## config.mk

```make
export PLATFORM = sky130hd
export DESIGN_NAME = ddr_pd_sequencer
export DESIGN_NICKNAME = d
export VERILOG_FILES = /design/src/rtl/pd_pkg.sv /design/src/rtl/pd_rst_sync.sv /design/src/rtl/pd_access_tracker.sv /design/src/rtl/pd_idle_qual.sv /design/src/rtl/pd_cke_fsm.sv /design/src/rtl/ddr_pd_sequencer.sv
export SDC_FILE = /design/constraint.sdc
export NUM_CORES = 1
export LEC_CHECK = 0
export ABC_CLOCK_PERIOD_IN_PS = 2100
export BUFFER_PORTS_ARGS = -buffer_cell sky130_fd_sc_hd__buf_2
export CAP_MARGIN = 30
export CORE_UTILIZATION = 30
export DETAILED_ROUTE_END_ITERATION = 8
export GPL_TIMING_DRIVEN = 0
export PLACE_DENSITY = 0.46
export SETUP_SLACK_MARGIN = 0.2
export SYNTH_ARGS = -nofsm -noshare
export SYNTH_HDL_FRONTEND = slang
export SYNTH_HIERARCHICAL = 1
export SYNTH_SLANG_ARGS = --single-unit
```

## constraint.sdc

```tcl
create_clock -name clk -period 2.1 [get_ports clk]
set_input_delay 0.315 -clock clk [delete_from_list [all_inputs] [get_ports clk]]
set_output_delay 0.315 -clock clk [all_outputs]
set_load 0.005 [all_outputs]
```

## src/rtl/pd_pkg.sv

```systemverilog
package pd_pkg;
  typedef enum logic [1:0] {
    PD_RUN   = 2'd0,
    PD_ENTER = 2'd1,
    PD_SLEEP = 2'd2,
    PD_WAKE  = 2'd3
  } pd_state_e;
endpackage

```

## src/rtl/pd_rst_sync.sv

```systemverilog
module pd_rst_sync (
  input  logic clk,
  input  logic rst_n,
  output logic rst_n_sync
);
  logic [1:0] sync_q;

  always_ff @(posedge clk or negedge rst_n) begin
    if (!rst_n) sync_q <= 2'b00;
    else        sync_q <= {sync_q[0], 1'b1};
  end

  assign rst_n_sync = sync_q[1];
endmodule

```

## src/rtl/pd_access_tracker.sv

```systemverilog
module pd_access_tracker #(
  parameter int RD_HOLD = 5,
  parameter int TWR     = 3,
  parameter int MAX_WR  = 4
) (
  input  logic clk,
  input  logic rst_n,
  input  logic rd_issue,
  input  logic wr_issue,
  input  logic wr_last_data,
  output logic acc_busy
);
  localparam int RCW = $clog2(RD_HOLD + 1);
  localparam int WCW = $clog2(TWR + 1);
  localparam int PCW = $clog2(MAX_WR + 1);
  localparam logic [RCW-1:0] RD_LOAD = RCW'(RD_HOLD);
  localparam logic [WCW-1:0] WR_LOAD = WCW'(TWR);
  localparam logic [PCW-1:0] PEND_MAX = PCW'(MAX_WR);

  logic [RCW-1:0] rd_cnt_q, rd_cnt_d;
  logic [WCW-1:0] wr_cnt_q, wr_cnt_d;
  logic [PCW-1:0] pend_q, pend_d;
  logic           rd_cnt_en, wr_cnt_en, pend_en;

  // read drain counter: reload on issue, count down otherwise
  always_comb begin
    rd_cnt_en = rd_issue || (rd_cnt_q != '0);
    rd_cnt_d  = rd_issue ? RD_LOAD : rd_cnt_q - 1'b1;
  end

  // write recovery counter: reload on the last data beat
  always_comb begin
    wr_cnt_en = wr_last_data || (wr_cnt_q != '0);
    wr_cnt_d  = wr_last_data ? WR_LOAD : wr_cnt_q - 1'b1;
  end

  // writes waiting for their last data beat
  always_comb begin
    pend_en = wr_issue ^ (wr_last_data && (pend_q != '0));
    pend_d  = pend_q;
    if (wr_issue && !(wr_last_data && (pend_q != '0))) begin
      if (pend_q != PEND_MAX) pend_d = pend_q + 1'b1;
    end else if (!wr_issue && wr_last_data && (pend_q != '0)) begin
      pend_d = pend_q - 1'b1;
    end
  end

  always_ff @(posedge clk or negedge rst_n) begin
    if (!rst_n) begin
      rd_cnt_q <= '0;
      wr_cnt_q <= '0;
      pend_q   <= '0;
    end else begin
      if (rd_cnt_en) rd_cnt_q <= rd_cnt_d;
      if (wr_cnt_en) wr_cnt_q <= wr_cnt_d;
      if (pend_en)   pend_q   <= pend_d;
    end
  end

  assign acc_busy = rd_issue || wr_issue || wr_last_data ||
                    (rd_cnt_q != '0) || (wr_cnt_q != '0) || (pend_q != '0);


  rd_drain_chk: assert property (@(posedge clk) disable iff (!rst_n)
    rd_issue |=> (rd_cnt_q != '0));


  wr_recovery_chk: assert property (@(posedge clk) disable iff (!rst_n)
    wr_last_data |=> (wr_cnt_q != '0));
endmodule

```

## src/rtl/pd_idle_qual.sv

```systemverilog
module pd_idle_qual #(
  parameter int MIN_IDLE = 4
) (
  input  logic clk,
  input  logic rst_n,
  input  logic run_state,
  input  logic idle_req,
  output logic idle_ok
);
  localparam int CW = (MIN_IDLE > 1) ? $clog2(MIN_IDLE) : 1;
  localparam logic [CW-1:0] LAST = CW'(MIN_IDLE - 1);

  logic [CW-1:0] cnt_q, cnt_d;
  logic          cnt_en;

  always_comb begin
    cnt_en = 1'b1;
    if (!run_state || !idle_req) cnt_d = '0;
    else if (cnt_q != LAST)      cnt_d = cnt_q + 1'b1;
    else begin
      cnt_d  = cnt_q;
      cnt_en = 1'b0;
    end
  end

  always_ff @(posedge clk or negedge rst_n) begin
    if (!rst_n)      cnt_q <= '0;
    else if (cnt_en) cnt_q <= cnt_d;
  end

  assign idle_ok = run_state && idle_req && (cnt_q == LAST);


  idle_run_chk: assert property (@(posedge clk) disable iff (!rst_n)
    (cnt_q != '0) |-> $past(idle_req));
endmodule

```

## src/rtl/pd_cke_fsm.sv

```systemverilog
module pd_cke_fsm
  import pd_pkg::*;
#(
  parameter int NUM_BANKS = 4
) (
  input  logic                 clk,
  input  logic                 rst_n,
  input  logic                 idle_ok,
  input  logic                 acc_busy,
  input  logic                 wake,
  input  logic [NUM_BANKS-1:0] bank_open,
  output logic                 run_state,
  output logic                 cke,
  output logic                 cmd_grant,
  output logic                 pd_active_mode
);
  pd_state_e state_q, state_d;
  logic      cke_q, cke_d;
  logic      mode_q;
  logic      mode_en;

  always_comb begin
    state_d = state_q;
    unique case (state_q)
      PD_RUN:   if (idle_ok && !acc_busy && !wake) state_d = PD_ENTER;
      PD_ENTER: state_d = wake ? PD_WAKE : PD_SLEEP;
      PD_SLEEP: if (wake) state_d = PD_WAKE;
      PD_WAKE:  state_d = PD_RUN;
      default:  state_d = PD_RUN;
    endcase
    cke_d   = (state_d == PD_RUN) || (state_d == PD_WAKE);
    mode_en = (state_q == PD_RUN) && (state_d == PD_ENTER);
  end

  always_ff @(posedge clk or negedge rst_n) begin
    if (!rst_n) begin
      state_q <= PD_RUN;
      cke_q   <= 1'b1;
      mode_q  <= 1'b0;
    end else begin
      state_q <= state_d;
      cke_q   <= cke_d;
      if (mode_en) mode_q <= |bank_open;
    end
  end

  assign run_state      = (state_q == PD_RUN);
  assign cke            = cke_q;
  assign cmd_grant      = (state_q == PD_RUN);
  assign pd_active_mode = mode_q;


  grant_needs_cke_chk: assert property (@(posedge clk) disable iff (!rst_n)
    cmd_grant |-> cke_q);


  exit_nop_chk: assert property (@(posedge clk) disable iff (!rst_n)
    $rose(cke_q) |-> !cmd_grant);


  exit_then_grant_chk: assert property (@(posedge clk) disable iff (!rst_n)
    $rose(cke_q) |=> cmd_grant);


  entry_short_chk: assert property (@(posedge clk) disable iff (!rst_n)
    (state_q == PD_ENTER) |=> (state_q != PD_RUN));
endmodule

```

## src/rtl/ddr_pd_sequencer.sv

```systemverilog
module ddr_pd_sequencer #(
  parameter int NUM_BANKS = 4,
  parameter int RD_HOLD   = 5,
  parameter int TWR       = 3,
  parameter int MIN_IDLE  = 4,
  parameter int MAX_WR    = 4
) (
  input  logic                 clk,
  input  logic                 rst_n,
  input  logic                 rd_issue,
  input  logic                 wr_issue,
  input  logic                 wr_last_data,
  input  logic [NUM_BANKS-1:0] bank_open,
  input  logic                 idle_req,
  input  logic                 refresh_due,
  input  logic                 new_req,
  output logic                 cke,
  output logic                 cmd_grant,
  output logic                 pd_active_mode
);
  logic rst_n_s;
  logic acc_busy;
  logic idle_ok;
  logic run_state;
  logic wake;

  assign wake = refresh_due || new_req;

  pd_rst_sync u_rst (
    .clk        (clk),
    .rst_n      (rst_n),
    .rst_n_sync (rst_n_s)
  );

  pd_access_tracker #(
    .RD_HOLD (RD_HOLD),
    .TWR     (TWR),
    .MAX_WR  (MAX_WR)
  ) u_track (
    .clk          (clk),
    .rst_n        (rst_n_s),
    .rd_issue     (rd_issue),
    .wr_issue     (wr_issue),
    .wr_last_data (wr_last_data),
    .acc_busy     (acc_busy)
  );

  pd_idle_qual #(
    .MIN_IDLE (MIN_IDLE)
  ) u_idle (
    .clk       (clk),
    .rst_n     (rst_n_s),
    .run_state (run_state),
    .idle_req  (idle_req),
    .idle_ok   (idle_ok)
  );

  pd_cke_fsm #(
    .NUM_BANKS (NUM_BANKS)
  ) u_fsm (
    .clk            (clk),
    .rst_n          (rst_n_s),
    .idle_ok        (idle_ok),
    .acc_busy       (acc_busy),
    .wake           (wake),
    .bank_open      (bank_open),
    .run_state      (run_state),
    .cke            (cke),
    .cmd_grant      (cmd_grant),
    .pd_active_mode (pd_active_mode)
  );



  no_cut_access_chk: assert property (@(posedge clk) disable iff (!rst_n_s)
    $fell(cke) |-> $past(!acc_busy));


  wake_blocks_entry_chk: assert property (@(posedge clk) disable iff (!rst_n_s)
    $fell(cke) |-> $past(!wake));


  wake_raises_cke_chk: assert property (@(posedge clk) disable iff (!rst_n_s)
    (!cke && wake) |=> cke);


  mode_hold_chk: assert property (@(posedge clk) disable iff (!rst_n_s)
    (!cke && $past(!cke)) |-> $stable(pd_active_mode));
endmodule

```

## Yosys cells after proc, flatten, opt, wreduce, memory -nomap -nowiden

Cells that the tools add are included.

| storage, ports and cells | value |
|---|---|
| register bits after elaboration | 16 |
| bits in latches | 0 |
| RAM bits | 0 |
| memory bits (read-only) | 0 |
| input port bits | 12 |
| memories kept | 0 |

| cells by class | value |
|---|---|
| add/sub/neg operators | 5 |
| multipliers | 0 |
| divide/modulo/power cells | 0 |
| $lt $le $gt $ge | 0 |
| equality and inequality tests | 9 |
| shifts and indexed selects | 0 |
| muxes and demuxes | 13 |
| bitwise logic cells | 1 |
| reduce and logical (&&, ||, !) cells | 35 |

Operator list:

| kind | count |
|---|---|
| $mux 3 | 4 |
| $logic_or 1x1->1 | 10 |
| $mux 2 | 5 |
| $logic_and 1x1->1 | 9 |
| $eq 2x2->1 const B | 4 |
| $pmux 2 s4 | 1 |
| $logic_not 1->1 | 6 |
| $reduce_bool 2->1 | 3 |
| $reduce_bool 3->1 | 2 |
| $sub 3x1->3 const B | 2 |
| $eq 2x1->1 const B | 2 |
| $logic_not 2->1 | 2 |
| $ne 2x2->1 const B | 2 |
| $reduce_or 4->1 | 1 |
| $add 3x1->3 const B | 1 |
| $mux 1 | 3 |
| $ne 3x3->1 const B | 1 |
| $reduce_and 3->1 | 1 |
| $add 2x1->2 const B | 1 |
| $reduce_and 2->1 | 1 |
| $sub 2x1->2 const B | 1 |
| $xor 1x1->1 | 1 |

## Depth between registers and ports, before layout

Gate-level depths: netlist of the first run.

| logic depth | value |
|---|---|
| depth in word-level cells | 12 |
| mapped depth | 10 |
| depth with buffers taken out | 10 |

## Cells and area by module

The synthesis of the first run kept the hierarchy.

By module, submodules not included:

| module | instances | cells an instance | area each (um^2) |
|---|---|---|---|
| pd_access_tracker | 1 | 53 | 513.0 |
| pd_cke_fsm | 1 | 20 | 227.7 |
| pd_idle_qual | 1 | 9 | 100.1 |
| pd_rst_sync | 1 | 3 | 53.8 |
| ddr_pd_sequencer | 1 | 1 | 6.3 |

## Worst setup path after synthesis of the first run

Ideal clock, no wire load.

| path | value |
|---|---|
| kind | reg-to-reg |
| from | register u_track.pend_q[0] |
| to | register u_track.pend_q[1] |
| setup time | 0.121 ns |
| arrival time | 1.637 ns |
| data required time | 1.979 ns |
| path slack | 0.341 ns |
| cell stages (with the launch flop) | 6 |
| path buffers | 0 |
| period minus slack after synthesis | 1.759 ns |
| path through | dfrtp_1 -> o31ai_1 -> ha_1 -> inv_1 -> fa_1 -> o22a_1 |

RTL lines:

| what | RTL line | source |
|---|---|---|
| start: declaration | pd_access_tracker.sv:22 | `logic [PCW-1:0] pend_q, pend_d;` |
| start signal: assignment | pd_access_tracker.sv:56 | `if (pend_en) pend_q <= pend_d;` |
| parallel branches: the longest is 4 deep, another holds $sub 3x1->3 | - |  |
| $mux 3 * | pd_access_tracker.sv:41 | `if (wr_issue && !(wr_last_data && (pend_q != '0))) begin` |
| named net u_track.pend_d[1] | pd_access_tracker.sv:22 |  |

Mark *: on every way through the listed nets, which the timed path passes. The select of a mux whose other input is x is not followed.
A chain may end at the register's enable or synchronous reset.

## Worst setup path after layout of the first run

| path | value |
|---|---|
| from | register u_track.pend_q[0] |
| to | register u_track.pend_q[2] |

| between the ends | value |
|---|---|
| cells in the longest elaborated chain, start to end | 6 |

RTL lines:

| what | RTL line |
|---|---|
| $reduce_bool 3->1 | pd_access_tracker.sv:39, pd_access_tracker.sv:41, pd_access_tracker.sv:43 |
| $logic_and 1x1->1 | pd_access_tracker.sv:39, pd_access_tracker.sv:41 |
| $logic_not 1->1 | pd_access_tracker.sv:41 |
| $logic_and 1x1->1 | pd_access_tracker.sv:41 |
| $ne 2x2->1 (no source line) or $reduce_bool 2->1 (tied branches) | - |
| $reduce_and 3->1 (no source line) | - |

Several ways; a longest one is shown, not always the timed one. The select of a mux whose other input is x is not followed.

==> results of run 1 <==
power groups by stage:
stage / Clock [mW] / Sequential [mW] / Combinational (mW)
2_1_floorplan: 0 / 0.423 / 0.222
3_3_place_gp: 0 / 0.438 / 0.268
3_5_place_dp: 0 / 0.438 / 0.272
4_1_cts: 0.181 / 0.432 / 0.284
5_1_grt: 0.193 / 0.452 / 0.361
6_report: 0.171 / 0.439 / 0.310
per-stage QoR:
stage                     hold WS [ns]  util (%)  instances  cell area [µm²]
after CTS                        0.224      37.9        136             1060
after detailed placement         0.104      36.0        131             1010
final                            0.231      40.0        140             1120
after global routing             0.222      40.0        140             1120
after floorplan                 0.0194         -         86              901
after global placement           0.100      36.0        131             1010
registers in the layout, indices dropped and copies added (netlist names):
| signal | count |
|---|---|
| u_track/pend_q | 3 |
| u_track/rd_cnt_q | 3 |
| u_fsm/state_q | 2 |
| u_idle/cnt_q | 2 |
| u_rst/sync_q | 2 |
| u_track/wr_cnt_q | 2 |
| u_fsm/cke | 1 |
| u_fsm/pd_active_mode | 1 |
final timing paths:
| check | slack [ns] | from | to |
|---|---|---|---|
| min | 0.23 | rd_issue | u_track/rd_cnt_q[1] |
| max in group asynchronous | 1.41 | u_rst/sync_q[1] | u_track/pend_q[0] |
| max | 0.28 | u_track/pend_q[0] | u_track/pend_q[2] |
| min reg2reg | 0.26 | u_rst/sync_q[1] | u_track/rd_cnt_q[2] |
| max reg2reg | 0.28 | u_track/pend_q[0] | u_track/pend_q[2] |
| min in group asynchronous | 0.26 | u_rst/sync_q[1] | u_track/rd_cnt_q[2] |
cell usage after synthesis:
cell type,n,area [µm²]
a211o_1,1,8.76
a211oi_1,1,7.51
a21o_1,2,15.0
a21oi_1,3,15.0
a31oi_1,1,6.26
a32oi_1,1,8.76
and3_2,1,7.51
buf_2,1,5.00
buf_4,1,7.51
conb_1,1,3.75
dfrtp_1,15,375
dfstp_2,1,26.3
fa_1,1,20.0
ha_1,9,113
inv_1,10,37.5
mux2i_1,1,10.0
nand2_1,1,3.75
nand2b_1,4,25.0
nand4b_1,1,8.76
nand4bb_1,1,11.3
nor2_1,10,37.5
nor2b_1,1,6.26
nor3_1,1,5.00
nor3b_1,1,7.51
nor4_2,2,25.0
o211ai_1,2,15.0
o21ai_0,1,5.00
o21ai_1,2,10.0
o22a_1,1,8.76
o31ai_1,2,15.0
or2_1,1,6.26
or3b_1,1,8.76
xnor2_1,1,8.76
xor2_1,3,26.3
cell type report:
cell class	count	area, µm²	share of cell area (%)
Tap cell	31	38.8	3.46
Clock buffer	4	26.3	2.34
Timing Repair Buffer	19	110	9.82
Multi-Input combinational cell	58	493	44.0
Buffer	2	12.5	1.12
Inverter	10	37.5	3.35
Sequential cell	16	403	35.9
what timing repair did:
action,in CTS,in global routing
resized for setup,4,9
buffers inserted,0,4
endpoints found under the hold margin,2,0
setup endpoints to repair,2,3
gates cloned,0,0
pin swaps,0,7
hold buffers,1,0
critical path: stages, from the launching register on:
cell     delay [ns]
dfrtp_2        0.47
o31ai_2        0.27
ha_2           0.26
inv_1          0.06
fa_1           0.38
a32oi_1        0.19
o21ai_1        0.08
logic make-up after synthesis:
logic type,Yosys count,share of synthesized area [%]
AO/OA/AOI/OAI,17,12.8
XOR/XNOR,4,3.89
adder cells (fa/ha/maj),10,14.7
buffers and inverters,12,5.56
flip-flops,16,44.6
multiplexers,1,1.11
other,1,0.416
AND/OR/NAND/NOR,25,16.9
placed cells by master, fill, tap and decap left out, drive strengths merged, types with 2 or more instances in the layout:
master,Yosys,routed
o21ai,3,3
xor2,3,3
o211ai,2,2
nor4,2,2
o31ai,2,2
inv,10,10
clkbuf,0,4
nor2,10,10
ha,9,9
dfrtp,15,15
buf,2,20
a21oi,3,3
nand2b,4,4
a21o,2,2
routing by layer:
metal	vias up	track usage [%]
met2	5	18.4
met3	0	1.38
li1	340	-
met5	-	0
met4	0	7.32
met1	335	15.3
==> metrics.yaml, run 1 <==
status: "completed"
worst_slack_ns: 0.278
grt_pass1_wl_um: 2860
wl_met1_um: 733
maxCapViolCount: 0
pre_cts_ws_ns: 0.195
p_sw_share_pct: 34.6
peakVddDrop_mv: 0.466
critical_path_class: "reg -> reg"
p_per_area_mw_per_mm2: 820
initial_core_util_pct: 32.1
grt_max_degree: 15
ys_types: 34
port_buffers: 14
cts_tree: "done"
drt-initial-drc-count: 26
clock_latency_ns: 0.28
die_w_um: 56.8
seqPwrFrac_pct: 47.7
drive_gt1_share_pct: 35.8
avgRoutedWirePerCell_um: 11.3
fmax_mhz: 549
syn_area_per_cell_um2: 10.5
clkPwrFrac_pct: 18.6
finalPower_mw: 0.919
ys_warn_count: 6
drc_errors: 0
hold_violations: 0
critPathMaxFanout: 7
period_share_pct: 86.7
ios: 15
synth_seq_cells: 16
die_h_um: 56.8
ys_seq_area_share_pct: 44.6
design.die.area_mm2: 0.00323
dp_hpwl_um: 1130
rr_worst_depth: 6
wl_um: 1580
p_leak_nw: 0.513
postSynthCellCount: 86
htreeDepth: 1
rows: 19
slew_viol_final: 0
comb_power_share_pct: 33.7
dr_wl_met3_um: 21
routabilityCongestion: 0.666
max_slew_margin_pct: 59.3
numCtsBuffers: 3
ctsRootBufferMaster: "clkbuf_4"
rsz0062_at_grt: "yes"
fin_skew_ns: 0.00358
hp-class: "in -> reg"
via_per_inst: 4.86
layout.nets: 132
worst_pin_slew_ns: 0.611
setup-tns-final_ns: 0
synth_area_um2: 901
area_growth_pct: 24.4
core_area_mm2: 0.00281
n_antenna_cell: 0
min_path_cells: 2
cts_num_sinks: 16
setup-violations-final: 0
worst_ep_arrival_time_ns: 1.99
clk_pin_slew_ns: 0.10
fillers: 290
power.switching_mw: 0.318
syn_nets: 108
first_global_vias: 682
post-route-min-period_ns: 1.82
startpoint_type: "flop"
postRouteAntennaNets: 0
grt_usage_pct: 11.7
end_kind: "flop"
cp_data_required_time_ns: 2.27
grt-ovfl-total: 0
topRoutingLayerUsed: "met3"
p_int_mw: 0.601
antenna_found_initial: 0
clock_path_buffers: 2
firstDrtPassIters: 4
via_count: 680
wl_met2_um: 819
Power figures use the tool's default switching activity.
==> inputs of run 2 (changes only) <==
--- a/config.mk
+++ b/config.mk
@@ -9,8 +9,8 @@
 export BUFFER_PORTS_ARGS = -buffer_cell sky130_fd_sc_hd__buf_2
 export CAP_MARGIN = 30
 export CORE_UTILIZATION = 30
+export CTS_CLUSTER_SIZE = 40
 export DETAILED_ROUTE_END_ITERATION = 8
-export GPL_TIMING_DRIVEN = 0
 export PLACE_DENSITY = 0.46
 export SETUP_SLACK_MARGIN = 0.2
 export SYNTH_ARGS = -nofsm -noshare
==> run 2 against run 1 <==
Register-to-register slack about the same. Core utilization increased by 0.98 points. Final cell count increased by 2.1%. Worst hold slack improved by 0.012 ns.
==> metrics.yaml, run 2 (synthesis gave the netlist of run 1 again) <==
drt-initial-drc-count: 13
max_slew_margin_pct: 61.4
wl_um: 1620
post-route-util_pct: 40.9
design.die.area_mm2: 0.00323
die_h_um: 56.8
p_leak_nw: 0.530
fillers: 291
pre_cts_ws_ns: 0.190
hold_violations: 0
cts_tree: "done"
fmax_mhz: 553
initial_core_util_pct: 32.1
finalPower_mw: 0.970
critPathMaxFanout: 2
placed_cells: 132
area_growth_pct: 27.5
p_per_area_mw_per_mm2: 844
worst_ep_arrival_time_ns: 2.00
first_global_vias: 686
crit_path_cell_trace: "inv_2 > ha_4 > nand2b_4 > nor3b_2 > nand4b_1 > nand4bb_1 > o211ai_1 > ha_2 > a21oi_1 > a31oi_1"
final_cell_mix: "15 x dfrtp_1, 14 x buf_2, 10 x nor2_1, 9 x buf_4, 8 x inv_1"
port_buffers: 14
postRouteAntennaNets: 0
hold_slack_ns: 0.244
grt_usage_pct: 11.6
clock_path_buffers: 2
top_regs: "u_track/pend_q: 3 flops, u_track/rd_cnt_q: 3 flops"
n_antenna_cell: 0
setup-tns-final_ns: 0
ff2ff_setup_slack_ns: 0.29
clock_latency_ns: 0.28
worst_pin_slew_ns: 0.579
layoutNonFillerInstCount: 143
ctsRootBufferMaster: "clkbuf_4"
cp_data_required_time_ns: 2.29
drc_errors: 0
end_kind: "flop"
period_share_pct: 86.1
status: "completed"
worst_slack_ns: 0.292
layout.nets: 135
core_area_mm2: 0.00281
die_w_um: 56.8
dp_hpwl_um: 1160
firstDrtPassIters: 2
rsz0062_at_grt: "yes"
grt_pass1_wl_um: 2910
setup-violations-final: 0
htreeDepth: 1
rows: 19
via_per_inst: 4.79
numCtsBuffers: 3
slew_viol_final: 0
post_dp_cell_area_mm2: 0.00102
ios: 15
grt_max_degree: 15
final_common_cell: "dfrtp_1"
cts_num_sinks: 16
fin_skew_ns: 0.00981
critical_path_class: "reg -> reg"
worst_path_max_delay_cell: "dfrtp_1"
hp-class: "reg -> async"
clk_pin_slew_ns: 0.10
post-route-min-period_ns: 1.81
startpoint_type: "flop"
peakVddDrop_mv: 0.441
routabilityCongestion: 0.684
maxCapViolCount: 0
cpPeakStageDelay_ns: 0.41
antenna_found_initial: 0
stdcell_area_mm2: 0.00115
grt-ovfl-total: 0
avgRoutedWirePerCell_um: 11.4
via_count: 685
drive_gt1_share_pct: 34.8
run 2: layout make-up:
type / count / area [µm²] / share of cell area, %
clock buffer: 4 / 26.3 / 2.29
inverter: 10 / 37.5 / 3.27
multi-input combinational: 58 / 497 / 43.2
sequential: 16 / 402 / 35.0
tap: 31 / 38.8 / 3.38
timing repair buffer: 24 / 148 / 12.9
run 2: where the power goes:
part / leakage, nW / total, mW / internal, mW / switching, mW
Sequential: 0.190 / 0.415 / 0.368 / 0.0465
Clock: 0.0150 / 0.163 / 0.0734 / 0.0894
Combinational: 0.325 / 0.392 / 0.201 / 0.191
run 2: what timing repair did:
action / 4_1_cts / 5_1_grt
resized for setup: 2 / 9
hold buffers: 1 / 0
endpoints found under the setup margin: 1 / 4
pin swaps: 1 / 4
setup buffers: 1 / 5
hold endpoints to repair: 2 / 0
run 2: worst max-delay path: cells and delay by family, from the launching register on:
family,cells,cell delay (ns)
buf+inv,1,0.08
simple gates,4,0.53
fa+ha+maj,2,0.37
compound gates,3,0.33
flops,1,0.41
run 2: routing by layer:
metal  track usage, %  vias to the layer above  wire, µm
li1                 -                      349         -
met2             19.9                        5       818
met5                0                        -         0
met3             1.38                        2        27
met4             5.23                        0        15
met1             14.4                      329       762
run 2: final timing paths:
path                                      from                   end  cells past startpoint
max                        u_track/rd_cnt_q[1]  u_fsm/pd_active_mode                     10
min                            u_rst/sync_q[1]       u_idle/cnt_q[0]                      0
max reg2reg                u_track/rd_cnt_q[1]  u_fsm/pd_active_mode                     10
min reg2reg                    u_rst/sync_q[1]       u_idle/cnt_q[0]                      0
max in group asynchronous      u_rst/sync_q[1]             u_fsm/cke                      0
min in group clk                      rd_issue   u_track/rd_cnt_q[1]                      2
==> inputs of run 3 (changes only) <==
--- a/config.mk
+++ b/config.mk
@@ -5,13 +5,14 @@
 export SDC_FILE = /design/constraint.sdc
 export NUM_CORES = 1
 export LEC_CHECK = 0
+export ABC_AREA = 1
 export ABC_CLOCK_PERIOD_IN_PS = 2100
 export BUFFER_PORTS_ARGS = -buffer_cell sky130_fd_sc_hd__buf_2
 export CAP_MARGIN = 30
 export CORE_UTILIZATION = 30
 export CTS_CLUSTER_SIZE = 40
 export DETAILED_ROUTE_END_ITERATION = 8
-export PLACE_DENSITY = 0.46
+export PLACE_DENSITY = 0.49
 export SETUP_SLACK_MARGIN = 0.2
 export SYNTH_ARGS = -nofsm -noshare
 export SYNTH_HDL_FRONTEND = slang
==> run 3 against run 2 <==
Sequential share of layout area increased by 1.5 points. Fmax increased by 4.2%. Core utilization decreased by 2.3 points. Area after synthesis increased by 3.2%. Combinational power increased by 38%. Sequential power increased by 22%. Clock power increased by 21%. Flip-flop and latch count unchanged. Worst hold slack got worse by 0.0076 ns. Setup slack improved by 0.073 ns. Critical path type unchanged. Largest power group is now combinational logic.
==> metrics.yaml, run 3 <==
status: "completed"
stdcell_area_mm2: 0.00110
slew_viol_final: 0
first_global_vias: 652
synth-simple-area-share_pct: 24.0
p_per_area_mw_per_mm2: 1130
grt_pass1_wl_um: 2590
met2_usage_pct: 17.8
ios: 15
ys_seq_area_share_pct: 43.2
synthTopCellsByArea: "dfrtp_1 40%, ha_1 12%, nand2_1 11%"
yosysMostFrequentCell: "nand2_1"
fin_skew_ns: 0.00292
grt_usage_pct: 10.3
synthArstFlopShare_pct: 100
firstDrtPassIters: 4
worst_ep_arrival_time_ns: 1.96
fmax_mhz: 576
yosys.area_share.xor_xnor_pct: 0.942
cp_data_required_time_ns: 2.33
final_common_cell: "nand2_1"
postSynthCellCount: 115
cts_tree: "done"
setup-violations-final: 0
period_share_pct: 82.6
routabilityCongestion: 0.726
setup-tns-final_ns: 0
gr-usage-met1_pct: 11.9
area_growth_pct: 18.7
clk_pin_slew_ns: 0.09
drive_gt1_share_pct: 29.1
synth_area_um2: 930
n_antenna_cell: 0
final_cell_mix: "28 x nand2_1, 17 x inv_1, 14 x buf_2, 14 x dfrtp_1, 8 x nor2_1"
drt-initial-drc-count: 9
htreeDepth: 1
die_w_um: 57.7
r2r_start: "u_track/pend_q[0]"
synth_fa_ha_area_share_pct: 14.3
critPathMaxFanout: 4
synth-compound-area-share_pct: 6.73
synth_seq_cells: 16
via_count: 733
ff2ff_setup_slack_ns: 0.36
synth_common_cells: "28 x nand2_1, 18 x inv_1, 15 x dfrtp_1"
hold_violations: 0
syn_nets: 137
rr_worst_depth: 11
rsz0062_at_grt: "no"
p_leak_nw: 0.595
port_buffers: 14
maxCapViolCount: 0
design.die.area_mm2: 0.00333
ctsRootBufferMaster: "clkbuf_4"
hp-class: "reg -> async"
startpoint_type: "flop"
ys.flop_type: "dfrtp_1"
clock_path_buffers: 2
ys_types: 22
core_area_mm2: 0.00285
initial_core_util_pct: 32.6
drc_errors: 0
peakVddDrop_mv: 0.468
end_kind: "flop"
post_dp_cell_area_mm2: 0.00103
rows: 19
die_h_um: 57.7
synth_top_area_cell: "dfrtp_1"
yosysTopAreaCellShare_pct: 40.4
clock_latency_ns: 0.28
numCtsBuffers: 3
synth_top_family_by_area: "simple AND/OR/NAND/NOR gates"
grt-ovfl-total: 0
use_met3_pct: 4.02
cts_num_sinks: 16
worst_pin_slew_ns: 0.570
syn_area_per_cell_um2: 8.08
muxShareOfSynthArea_pct: 0
top_regs: "u_track/pend_q: 3 flops, u_track/rd_cnt_q: 3 flops"
grt_busiest_layer: "met2"
ys_warn_count: 6
dp_hpwl_um: 1170
post-route-min-period_ns: 1.74
wl_um: 1490
critical_path_class: "reg -> reg"
via_per_inst: 4.44
avgRoutedWirePerCell_um: 9.00
synth_edf_count: 0
max_slew_margin_pct: 62.0
rr_endpoint: "u_track/pend_q[2]"
postRouteAntennaNets: 0
antenna_found_initial: 0
layout.nets: 157
grt_max_degree: 15
run 3: cell count changes after synthesis, sizes merged, moves of 3 or more:
cell / delta
nand3: +5
nand2b: -4
a21oi: +4
nand2: +31
xor2: -3
inv: +13
run 3: what timing repair did:
item                                    in CTS  in global routing
gates resized for setup                      0                  7
buffers inserted                             0                  1
hold endpoints to repair                     2                  0
hold buffers                                 1                  0
endpoints found under the setup margin       0                  2
run 3: how the worst max path moves through the flow:
stage                     cells after the start  slack [ns]                   end                start
final                                        11        0.36     u_track/pend_q[2]    u_track/pend_q[0]
after global routing                         12        0.20  u_fsm/pd_active_mode     u_fsm/state_q[0]
after CTS                                    14        0.28  u_fsm/pd_active_mode  u_track/rd_cnt_q[0]
after detailed placement                     14        0.31  u_fsm/pd_active_mode  u_track/rd_cnt_q[0]
after global placement                       14        0.34  u_fsm/pd_active_mode  u_track/rd_cnt_q[0]
after floorplan                              13        0.41  u_fsm/pd_active_mode     u_fsm/state_q[0]
run 3: area by class of cell:
| type | instances | area [µm²] |
|---|---|---|
| Inverter | 24 | 90.1 |
| Fill cell | 311 | 1750 |
| Clock buffer | 4 | 36.3 |
| Sequential cell | 16 | 403 |
| Tap cell | 31 | 38.8 |
| Timing Repair Buffer | 16 | 87.6 |
| Multi-Input combinational cell | 74 | 448 |
run 3: worst max-delay path: stages, from the launching register on:
cell	delay, ns
dfrtp_2	0.45
nor2_4	0.14
nand2_2	0.07
nand2_1	0.06
ha_2	0.19
inv_2	0.06
fa_1	0.38
inv_1	0.07
nand3_1	0.07
nand2_1	0.07
nand3_1	0.06
nand2_1	0.07
run 3: logic make-up after synthesis:
family	count (synthesis)
other cells	1
flops	16
compound gates	11
fa+ha+maj	10
buf+inv	25
simple gates	51
xor+xnor	1
run 3: metrics by stage:
stage               total power [mW]  setup WS [ns]  cells  util [%]  hold WS, ns
floorplan                      0.899          0.413    115         -       0.0194
global placement                1.01          0.337    159      36.1       0.0994
detailed placement              1.02          0.309    159      36.1        0.101
CTS                             1.23          0.283    164      37.8        0.270
global route                    1.38          0.196    165      38.7        0.276
finish                          1.24          0.364    165      38.7        0.236
run 3: per-layer routing:
metal  vias up  routed length, µm  share of wire, %
li1        390                  -                 -
met1       333                717                48
met2         8                718                48
met3         2                 42               2.8
met4         0                  8              0.54
met5         -                  0                 0
run 3: where the power goes:
group	switching, mW	internal [mW]
Clock	0.0921	0.105
Sequential	0.0886	0.417
Combinational	0.307	0.233
Total	0.488	0.755
